File: src/rtl/clkroot_pkg.sv
package clkroot_pkg;
  localparam int ADDR_W = 3;
  localparam int DATA_W = 32;
  localparam int NBANK  = 4;

  localparam logic [ADDR_W-1:0] ADDR_CMD = 3'd0;

  // command word bit positions
  localparam int CMD_UPD_BIT   = 0;
  localparam int CMD_FORCE_BIT = 1;
  localparam int CMD_DIRTY_LSB = 4;
  localparam int CMD_OFF_BIT   = 31;

  // configuration word layout
  localparam int CFG_SRC_LSB  = 8;
  localparam int CFG_MODE_LSB = 12;
  localparam logic [1:0] MODE_DUAL = 2'd2;

  // bank order matches the dirty flag order; address = index + 1
  typedef enum logic [1:0] {
    BANK_CFG = 2'd0,
    BANK_N   = 2'd1,
    BANK_M   = 2'd2,
    BANK_D   = 2'd3
  } bank_idx_e;

  function automatic logic [DATA_W-1:0] cfg_mask(input int hid_w);
    logic [DATA_W-1:0] m;
    m = DATA_W'((64'd1 << hid_w) - 64'd1);
    m = m | (DATA_W'(3'b111) << CFG_SRC_LSB) | (DATA_W'(2'b11) << CFG_MODE_LSB);
    return m;
  endfunction

  function automatic logic [DATA_W-1:0] cnt_mask(input int mnd_w);
    return DATA_W'((64'd1 << mnd_w) - 64'd1);
  endfunction
endpackage

File: src/rtl/clkroot_reg_pair.sv
module clkroot_reg_pair #(
  parameter int WIDTH = 32,
  parameter logic [WIDTH-1:0] MASK = '1
) (
  input  logic             clk_i,
  input  logic             rst_ni,
  input  logic             wr_en_i,
  input  logic [WIDTH-1:0] wr_data_i,
  input  logic             apply_i,
  output logic [WIDTH-1:0] shadow_o,
  output logic [WIDTH-1:0] active_o,
  output logic             dirty_o
);
  logic [WIDTH-1:0] shadow_q, active_q;

  always_ff @(posedge clk_i or negedge rst_ni) begin
    if (!rst_ni) begin
      shadow_q <= '0;
      active_q <= '0;
    end else begin
      if (wr_en_i) shadow_q <= wr_data_i & MASK;
      if (apply_i) active_q <= shadow_q;
    end
  end

  assign shadow_o = shadow_q;
  assign active_o = active_q;
  assign dirty_o  = (shadow_q != active_q);

  AST_ACTIVE_HOLD: assert property (@(posedge clk_i) disable iff (!rst_ni)
    !apply_i |=> $stable(active_q));
  AST_APPLY_COPIES: assert property (@(posedge clk_i) disable iff (!rst_ni)
    apply_i |=> active_q == $past(shadow_q));
endmodule

File: src/rtl/clkroot_update_ctl.sv
module clkroot_update_ctl #(
  parameter int LAT = 3
) (
  input  logic clk_i,
  input  logic rst_ni,
  input  logic start_i,
  output logic busy_o,
  output logic apply_o
);
  localparam int CW = $clog2(LAT + 1);
  localparam logic [CW-1:0] LAST = CW'(LAT - 1);

  logic          busy_q;
  logic [CW-1:0] cnt_q;

  assign apply_o = busy_q && (cnt_q == LAST);
  assign busy_o  = busy_q;

  always_ff @(posedge clk_i or negedge rst_ni) begin
    if (!rst_ni) begin
      busy_q <= 1'b0;
      cnt_q  <= '0;
    end else if (start_i) begin
      busy_q <= 1'b1;
      cnt_q  <= '0;
    end else if (apply_o) begin
      busy_q <= 1'b0;
      cnt_q  <= '0;
    end else if (busy_q) begin
      cnt_q  <= cnt_q + 1'b1;
    end
  end

  AST_UPD_DONE: assert property (@(posedge clk_i) disable iff (!rst_ni)
    apply_o |=> !busy_o);
  AST_NO_RESTART: assert property (@(posedge clk_i) disable iff (!rst_ni)
    busy_o |-> !start_i);
endmodule

File: src/rtl/clkroot_root_ctl.sv
module clkroot_root_ctl (
  input  logic clk_i,
  input  logic rst_ni,
  input  logic force_wr_i,
  input  logic force_val_i,
  input  logic clk_req_i,
  output logic force_o,
  output logic root_off_o
);
  logic force_q, off_q;

  always_ff @(posedge clk_i or negedge rst_ni) begin
    if (!rst_ni) begin
      force_q <= 1'b1;
      off_q   <= 1'b0;
    end else begin
      if (force_wr_i) force_q <= force_val_i;
      off_q <= !(force_q || clk_req_i);
    end
  end

  assign force_o    = force_q;
  assign root_off_o = off_q;

  AST_ROOT_RUNS: assert property (@(posedge clk_i) disable iff (!rst_ni)
    (force_q || clk_req_i) |=> !root_off_o);
  AST_ROOT_STOPS: assert property (@(posedge clk_i) disable iff (!rst_ni)
    !(force_q || clk_req_i) |=> root_off_o);
endmodule

File: src/rtl/clkroot_bus_front.sv
module clkroot_bus_front
  import clkroot_pkg::*;
(
  input  logic                         clk_i,
  input  logic                         rst_ni,
  input  logic                         req_valid_i,
  input  logic                         req_write_i,
  input  logic [ADDR_W-1:0]            req_addr_i,
  input  logic                         busy_i,
  input  logic [DATA_W-1:0]            cmd_rd_i,
  input  logic [NBANK-1:0][DATA_W-1:0] bank_rd_i,
  output logic                         req_ready_o,
  output logic                         cmd_wr_o,
  output logic [NBANK-1:0]             bank_wr_o,
  output logic                         rsp_valid_o,
  output logic [DATA_W-1:0]            rsp_rdata_o
);
  logic              fire, rd_fire;
  logic [DATA_W-1:0] rd_mux;

  assign req_ready_o = !(busy_i && req_write_i);
  assign fire        = req_valid_i && req_ready_o;
  assign rd_fire     = fire && !req_write_i;
  assign cmd_wr_o    = fire && req_write_i && (req_addr_i == ADDR_CMD);

  for (genvar i = 0; i < NBANK; i++) begin : g_dec
    assign bank_wr_o[i] = fire && req_write_i && (req_addr_i == ADDR_W'(i + 1));
  end

  always_comb begin
    rd_mux = '0;
    if (req_addr_i == ADDR_CMD) rd_mux = cmd_rd_i;
    for (int i = 0; i < NBANK; i++) begin
      if (req_addr_i == ADDR_W'(i + 1)) rd_mux = bank_rd_i[i];
    end
  end

  always_ff @(posedge clk_i or negedge rst_ni) begin
    if (!rst_ni) begin
      rsp_valid_o <= 1'b0;
      rsp_rdata_o <= '0;
    end else begin
      rsp_valid_o <= rd_fire;
      if (rd_fire) rsp_rdata_o <= rd_mux;
    end
  end

  AST_RSP_FOLLOWS_READ: assert property (@(posedge clk_i) disable iff (!rst_ni)
    (req_valid_i && req_ready_o && !req_write_i) |=> rsp_valid_o);
  AST_NO_WRITE_WHILE_BUSY: assert property (@(posedge clk_i) disable iff (!rst_ni)
    busy_i |-> (bank_wr_o == '0) && !cmd_wr_o);
endmodule

File: src/rtl/clkroot_regbank.sv
module clkroot_regbank
  import clkroot_pkg::*;
#(
  parameter int HID_W   = 5,
  parameter int MND_W   = 8,
  parameter int UPD_LAT = 3
) (
  input  logic              clk_i,
  input  logic              rst_ni,
  input  logic              req_valid_i,
  output logic              req_ready_o,
  input  logic              req_write_i,
  input  logic [ADDR_W-1:0] req_addr_i,
  input  logic [DATA_W-1:0] req_wdata_i,
  output logic              rsp_valid_o,
  output logic [DATA_W-1:0] rsp_rdata_o,
  input  logic              clk_req_i,
  output logic              root_on_o,
  output logic [2:0]        src_sel_o,
  output logic [HID_W-1:0]  div_o,
  output logic [1:0]        mode_o,
  output logic              dual_edge_o,
  output logic [MND_W-1:0]  m_o,
  output logic [MND_W-1:0]  n_o,
  output logic [MND_W-1:0]  d_o
);
  localparam logic [DATA_W-1:0] CFG_MASK = cfg_mask(HID_W);
  localparam logic [DATA_W-1:0] CNT_MASK = cnt_mask(MND_W);

  logic                         cmd_wr, busy, apply, force_en, root_off;
  logic [NBANK-1:0]             bank_wr, dirty;
  logic [NBANK-1:0][DATA_W-1:0] shadow, active;
  logic [DATA_W-1:0]            cmd_rd;

  clkroot_bus_front u_front (
    .clk_i       (clk_i),
    .rst_ni      (rst_ni),
    .req_valid_i (req_valid_i),
    .req_write_i (req_write_i),
    .req_addr_i  (req_addr_i),
    .busy_i      (busy),
    .cmd_rd_i    (cmd_rd),
    .bank_rd_i   (shadow),
    .req_ready_o (req_ready_o),
    .cmd_wr_o    (cmd_wr),
    .bank_wr_o   (bank_wr),
    .rsp_valid_o (rsp_valid_o),
    .rsp_rdata_o (rsp_rdata_o)
  );

  clkroot_update_ctl #(.LAT(UPD_LAT)) u_upd (
    .clk_i   (clk_i),
    .rst_ni  (rst_ni),
    .start_i (cmd_wr && req_wdata_i[CMD_UPD_BIT]),
    .busy_o  (busy),
    .apply_o (apply)
  );

  clkroot_root_ctl u_root (
    .clk_i       (clk_i),
    .rst_ni      (rst_ni),
    .force_wr_i  (cmd_wr),
    .force_val_i (req_wdata_i[CMD_FORCE_BIT]),
    .clk_req_i   (clk_req_i),
    .force_o     (force_en),
    .root_off_o  (root_off)
  );

  for (genvar i = 0; i < NBANK; i++) begin : g_bank
    localparam logic [DATA_W-1:0] MASK = (i == int'(BANK_CFG)) ? CFG_MASK : CNT_MASK;
    clkroot_reg_pair #(.WIDTH(DATA_W), .MASK(MASK)) u_pair (
      .clk_i     (clk_i),
      .rst_ni    (rst_ni),
      .wr_en_i   (bank_wr[i]),
      .wr_data_i (req_wdata_i),
      .apply_i   (apply),
      .shadow_o  (shadow[i]),
      .active_o  (active[i]),
      .dirty_o   (dirty[i])
    );
  end

  assign cmd_rd = {root_off, 23'd0, dirty, 2'd0, force_en, busy};

  assign root_on_o   = !root_off;
  assign div_o       = active[BANK_CFG][HID_W-1:0];
  assign src_sel_o   = active[BANK_CFG][CFG_SRC_LSB +: 3];
  assign mode_o      = active[BANK_CFG][CFG_MODE_LSB +: 2];
  assign dual_edge_o = (mode_o == MODE_DUAL);
  assign n_o         = active[BANK_N][MND_W-1:0];
  assign m_o         = active[BANK_M][MND_W-1:0];
  assign d_o         = active[BANK_D][MND_W-1:0];

  logic unused_active_bits;
  assign unused_active_bits = ^active;

  AST_DIRTY_CLEAR_ON_DONE: assert property (@(posedge clk_i) disable iff (!rst_ni)
    $fell(busy) |-> (dirty == '0));
  AST_OUTPUTS_HOLD_IDLE: assert property (@(posedge clk_i) disable iff (!rst_ni)
    !busy |=> $stable(src_sel_o) && $stable(div_o) && $stable(m_o));
endmodule

File: config.mk
export PLATFORM = sky130hd
export DESIGN_NAME = clkroot_regbank
export DESIGN_NICKNAME = d
export VERILOG_FILES = /design/src/rtl/clkroot_pkg.sv /design/src/rtl/clkroot_reg_pair.sv /design/src/rtl/clkroot_update_ctl.sv /design/src/rtl/clkroot_root_ctl.sv /design/src/rtl/clkroot_bus_front.sv /design/src/rtl/clkroot_regbank.sv
export SDC_FILE = /design/constraint.sdc
export NUM_CORES = 1
export LEC_CHECK = 0
export BUFFER_PORTS_ARGS = -buffer_cell sky130_fd_sc_hd__buf_2
export CAP_MARGIN = 20
export CORE_MARGIN = 1.5
export CORE_UTILIZATION = 40
export DETAILED_ROUTE_END_ITERATION = 8
export PLACE_DENSITY = 0.66
export SYNTH_ARGS = -nofsm -noshare
export SYNTH_HDL_FRONTEND = slang
export SYNTH_SLANG_ARGS = --single-unit
export TNS_END_PERCENT = 100
File: constraint.sdc
create_clock -name clk_i -period 1.5 [get_ports clk_i]
set_input_delay 0.15 -clock clk_i [delete_from_list [all_inputs] [get_ports clk_i]]
set_output_delay 0.15 -clock clk_i [all_outputs]
set_load 0.01 [all_outputs]
## Yosys cells after proc, flatten, opt, wreduce, memory -nomap -nowiden

Cells that the tools add are included.

| operators by class | value |
|---|---|
| reductions and logical operators | 19 |
| add/subtract/negate cells | 1 |
| muxes and demuxes | 10 |
| equality and inequality tests | 10 |

Operator list:

| cell | number |
|---|---|
| $mux 32 | 5 |
| $ne 8x8->1 | 3 |
| $logic_and 1x1->1 | 11 |
| $ne 10x10->1 | 1 |
| $eq 3x2->1 const B | 2 |
| $mux 2 | 3 |
| $eq 2x2->1 const B | 2 |
| $logic_not 1->1 | 4 |
| $eq 3x1->1 const B | 1 |
| $eq 3x3->1 const B | 1 |
| $logic_not 3->1 | 1 |
| $reduce_bool 3->1 | 1 |
| $add 2x1->2 const B | 1 |
| $mux 1 | 2 |
| $reduce_bool 2->1 | 1 |
| $logic_or 1x1->1 | 1 |

| word-level totals | value |
|---|---|
| output and inout port bits | 70 |
| register bits | 106 |
| bits of input ports | 40 |

## Logic depth before layout (Yosys ltp)

| logic depth | value |
|---|---|
| depth after elaboration | 7 |
| depth in mapped cells | 7 |
| mapped depth without buffers | 5 |

## Hierarchy

From an unflattened synthesis, not the netlist that was laid out.

| second synthesis, totals | value |
|---|---|
| cells, all modules | 704 |
| area, all modules | 7013.0 µm² |

By module, submodules not included:

| module | times used | cells each | sequential area each (µm²) | area each (µm²) |
|---|---|---|---|---|
| clkroot_reg_pair at g_bank[1].u_pair ... | 3 | 94 | 400.4 | 1041.0 |
| clkroot_bus_front | 1 | 302 | 825.8 | 2479.9 |
| clkroot_reg_pair at g_bank[0].u_pair | 1 | 100 | 500.5 | 1176.1 |
| clkroot_update_ctl | 1 | 12 | 75.1 | 136.4 |
| clkroot_root_ctl | 1 | 4 | 51.3 | 70.1 |
| clkroot_regbank | 1 | 4 | 0.0 | 27.5 |

## Least setup slack after synthesis

Ideal clock, no wire load.

| path | value |
|---|---|
| kind | reg-to-reg |
| start | register u_upd.busy_q, in the netlist u_upd.busy_o |
| end | register g_bank[3].u_pair.shadow_q[0] |
| period minus slack after synthesis | 1.519 ns |
| path slack | -0.019 ns |
| data required time | 1.375 ns |
| stages on the path, launching flop included | 5 |
| path buffers | 1 |
| arrival | 1.394 ns |
| path through | dfrtp_1 > buf_2 > or2_2 > nor2_8 > mux2_2 |

| between the ends | value |
|---|---|
| cells in the longest elaborated chain, start to end | 5 |

Ends and longest elaborated chain:

| item | RTL line | source |
|---|---|---|
| start, declared | clkroot_update_ctl.sv:13 | `logic busy_q;` |
| start signal, assigned | clkroot_update_ctl.sv:21 | `busy_q <= 1'b0;` |
| start signal, assigned | clkroot_update_ctl.sv:24 | `busy_q <= 1'b1;` |
| start signal, assigned | clkroot_update_ctl.sv:27 | `busy_q <= 1'b0;` |
| $logic_and 1x1->1 | clkroot_bus_front.sv:21 | `assign req_ready_o = !(busy_i && req_write_i);` |
| $logic_not 1->1 | clkroot_bus_front.sv:21 |  |
| $logic_and 1x1->1 | clkroot_bus_front.sv:22 | `assign fire = req_valid_i && req_ready_o;` |
| $logic_and 1x1->1 (2 in series) | clkroot_bus_front.sv:27 | `assign bank_wr_o[i] = fire && req_write_i && (req_addr_i == ADDR_W'(i + 1));` |
| end signal, assigned | clkroot_reg_pair.sv:21 | `if (wr_en_i) shadow_q <= wr_data_i & MASK;` |
| end, declared | clkroot_reg_pair.sv:14 | `logic [WIDTH-1:0] shadow_q, active_q;` |

No other way between the ends.
A chain may end at the register's enable or synchronous reset.

## Worst setup path in the final report

| path | value |
|---|---|
| start | register u_upd.busy_q, in the netlist u_upd.busy_o |
| end | register g_bank[2].u_pair.shadow_q[1] |

| between the ends | value |
|---|---|
| cells in the longest elaborated chain, start to end | 5 |

Ends and longest elaborated chain:

| item | RTL line |
|---|---|
| $logic_and 1x1->1 | clkroot_bus_front.sv:21 |
| $logic_not 1->1 | clkroot_bus_front.sv:21 |
| $logic_and 1x1->1 | clkroot_bus_front.sv:22 |
| $logic_and 1x1->1 (2 in series) | clkroot_bus_front.sv:27 |
| end signal, assigned | clkroot_reg_pair.sv:21 |
| end, declared | clkroot_reg_pair.sv:14 |

No other way between the ends.

==> flow_metrics.tcl <==
set metrics [dict create \
    critical_path_class "reg2reg" \
    post_synthesis_to_final_layout_area_growth_pct 23.30 \
    port_buffers 72 \
    cellPowerDensity_nw_per_um2 1756 \
    leakage_nw 2.560 \
    synth_seq_cells 88 \
    status "finished clean" \
    post-route-cell-area_um2 5139 \
    fin_skew_ns 0.009253 \
    max_stage_delay_ns 0.38 \
    ir_worst_vdd_mv 0.5275 \
    largest_net_degree_at_the_start_of_global_routing 89 \
    placed_cell_area_um2 4768 \
    cts_max_level 3 \
    edff_count_synth 0 \
    global_route.overflow_total 0 \
    critical_path.max_fanout 8 \
    grt_pass1_wl_um 15030 \
    met3_grt_util_pct 3.681 \
    yosys-top-cells-count "sky130_fd_sc_hd__dfrtp_1, sky130_fd_sc_hd__mux2_2, sky130_fd_sc_hd__xnor2_1" \
    required_ns 1.75 \
    netlist_top_cells_area "sky130_fd_sc_hd__dfrtp_1, sky130_fd_sc_hd__mux2_2, sky130_fd_sc_hd__xnor2_1, sky130_fd_sc_hd__buf_4, sky130_fd_sc_hd__xor2_1" \
    max_freq_ghz 0.6725 \
    synthMostInstantiatedCell "sky130_fd_sc_hd__dfrtp_1" \
    route.detailed.wl_per_inst_um 17.22 \
    setup-violations-final 0 \
    maxSlewViolCount 0 \
    synthesis.area_um2 4168 \
    hold_path.class "in2reg" \
    clk-insertion-delay-late_ns 0.36 \
    first_iter_violations 128 \
    timing.critical_path.arrival_ns 1.74 \
    use_met2_pct 28.43 \
    post-route-period-util_pct 99.14 \
    drtPass1Iterations 4 \
    grt_most_used_layer "met2" \
    clk_pin_slew_worst_paths_ns 0.09 \
    synth_warnings 0 \
    drc 0 \
    initial_utilization_pct 40.74 \
    critPathSlowestCell "sky130_fd_sc_hd__dfrtp_1" \
    totalWireLength_um 9849 \
    top_cell_type_s_share_of_synthesized_area_pct 52.24 \
    placeableCoreArea_um2 10230 \
    crit_chain "buf_4 > or2_4 > nor2_8 > mux2_2" \
    finalWeightedCongestion 0.8958 \
    synth_area_per_cell_um2 12.48 \
    clock-sinks 88 \
    vias_per_cell 5.007 \
    period_needed_ns 1.487 \
    post_synth_num_cell_types 45 \
    worstSetupEndpointType "register" \
    synth-async-reset-ratio_pct 100.0 \
    placementRows 37 \
    finalCoreUtilization_pct 50.23 \
    syn_inst 334 \
    first_global_vias 2804 \
    dieWidth_um 105.1 \
    number_of_max_cap_violations 0 \
    hold_viol 0 \
    grt_setup_unrepaired "yes" \
    tritoncts "done" \
    cts.root.buffer_cell "sky130_fd_sc_hd__clkbuf_8" \
    final_nets 471 \
    fin_worst_hold_slack_ns 0.01455 \
    critical_path.startpoint_type "register" \
    post-dp-hpwl_um 6873 \
    cts_buf_count 9 \
    antenna_violating_nets_post_route 0 \
    die-area_um2 11040 \
    diodes_inserted 0 \
    die_height_um 105.1 \
    layout-drive-gt1-share_pct 44.50 \
    track_usage_pct 18.10 \
    netlist.top_cell.by_area "sky130_fd_sc_hd__dfrtp_1" \
    grtUsageMet1_pct 24.07 \
    synth_sequential_area_ratio_pct 52.87 \
    cts.path.max_buffers 2 \
    ys.flop_type "sky130_fd_sc_hd__dfrtp_1" \
    via_count 2864 \
    ios 110 \
    grt_antenna_before_repair 0 \
]
## where the power goes
part           switching [mW]  internal (mW)
Sequential              0.772           3.16
Clock                   0.856           1.32
Combinational            1.30           1.61
## layer usage
| metal | vias up | part of all wire, % | wire length [um] |
|---|---|---|---|
| met1 | 1422 | 46 | 4533 |
| met3 | 24 | 4.2 | 412 |
| li1 | 1338 | - | - |
| met5 | - | 0 | 0 |
| met2 | 80 | 47 | 4651 |
| met4 | 0 | 2.6 | 252 |
## state kept, by name, summed over array words and instances, names as in the netlist
register,cells
u_upd.busy_o,1
u_front.rsp_valid_o,1
u_upd.cnt_q,2
u_root.force_o,1
g_bank.u_pair.active_o,34
u_root.root_off_o,1
u_front.rsp_rdata_o,14
g_bank.u_pair.shadow_o,34
## repair_timing
item	CTS	global route
setup buffers	0	2
resized for setup	1	4
pin swaps	0	3
hold buffers	2	0
endpoints found under the setup margin	1	3
hold endpoints to repair	88	0
gates cloned	0	2
## path summary, 6_finish.rpt
check | slack [ns] | depth (start not counted) | end | startpoint
min in group asynchronous | 0.34 | 3 | g_bank[0].u_pair.active_o[10] | rst_ni
setup reg to reg | 0.01 | 4 | g_bank[2].u_pair.shadow_o[1] | u_upd.busy_o
hold reg to reg | 0.49 | 2 | u_front.rsp_rdata_o[31] | u_front.rsp_rdata_o[31]
setup / recovery | 0.01 | 4 | g_bank[2].u_pair.shadow_o[1] | u_upd.busy_o
max in group asynchronous | 0.76 | 3 | u_front.rsp_rdata_o[9] | rst_ni
hold / removal | 0.01 | 2 | g_bank[0].u_pair.shadow_o[9] | req_wdata_i[9]
## cells in the final DEF (no fill, tap or decap), types with 7 or more instances in the layout
cell                        n
sky130_fd_sc_hd__buf_4     22
sky130_fd_sc_hd__xor2_1    11
sky130_fd_sc_hd__conb_1    18
sky130_fd_sc_hd__nand2_1   14
sky130_fd_sc_hd__xnor2_1   22
sky130_fd_sc_hd__dfrtp_1   87
sky130_fd_sc_hd__buf_2     71
sky130_fd_sc_hd__nand4_1    7
sky130_fd_sc_hd__a21oi_1    7
sky130_fd_sc_hd__mux2_2    67
sky130_fd_sc_hd__clkbuf_8  10
sky130_fd_sc_hd__nor2_1    11
sky130_fd_sc_hd__o21ai_0   11
## area by class of cell
| class | instances | area (um^2) |
|---|---|---|
| clock buffers | 11 | 141.4 |
| inverters | 7 | 28.78 |
| clock inverters | 5 | 127.6 |
| fillers | 909 | 5092 |
| flip-flops and latches | 88 | 2203 |
| well taps | 136 | 170.2 |
| repair buffers | 102 | 673.1 |
| multi-input cells | 223 | 1794 |
## stage by stage
step / cells / worst slack (ns) / total power, mW / TNS (ns)
6_report: 572 / 0.01297 / 9.022 / 0
5_1_grt: 572 / -0.01851 / 9.536 / -0.1520
4_1_cts: 568 / 0.01504 / 8.986 / 0
3_5_place_dp: 550 / 0.01915 / 6.783 / 0
3_3_place_gp: 550 / 0.06499 / 6.691 / 0
2_1_floorplan: 351 / 0.03959 / 5.671 / 0
## worst max-delay path, delay by kind of cell, from the launching register on
family        cells  cell delay, ns
buf+inv           1            0.15
flops             1            0.38
simple gates      2            0.47
mux               1            0.37
## kinds of logic (layout without fill, tap and decap cells)
group | count (synthesis) | after routing | synth area share [%]
and+or+nand+nor | 57 | 57 | 8.136
AOI/OAI and AO/OA | 45 | 45 | 7.235
other | 1 | 18 | 0.08998
xor gates and xnor gates | 33 | 33 | 6.935
buffers and inverters | 40 | 125 | 5.884
muxes | 70 | 70 | 18.85
DFF | 88 | 88 | 52.87
Note: power is estimated with default switching activity, not from simulation.
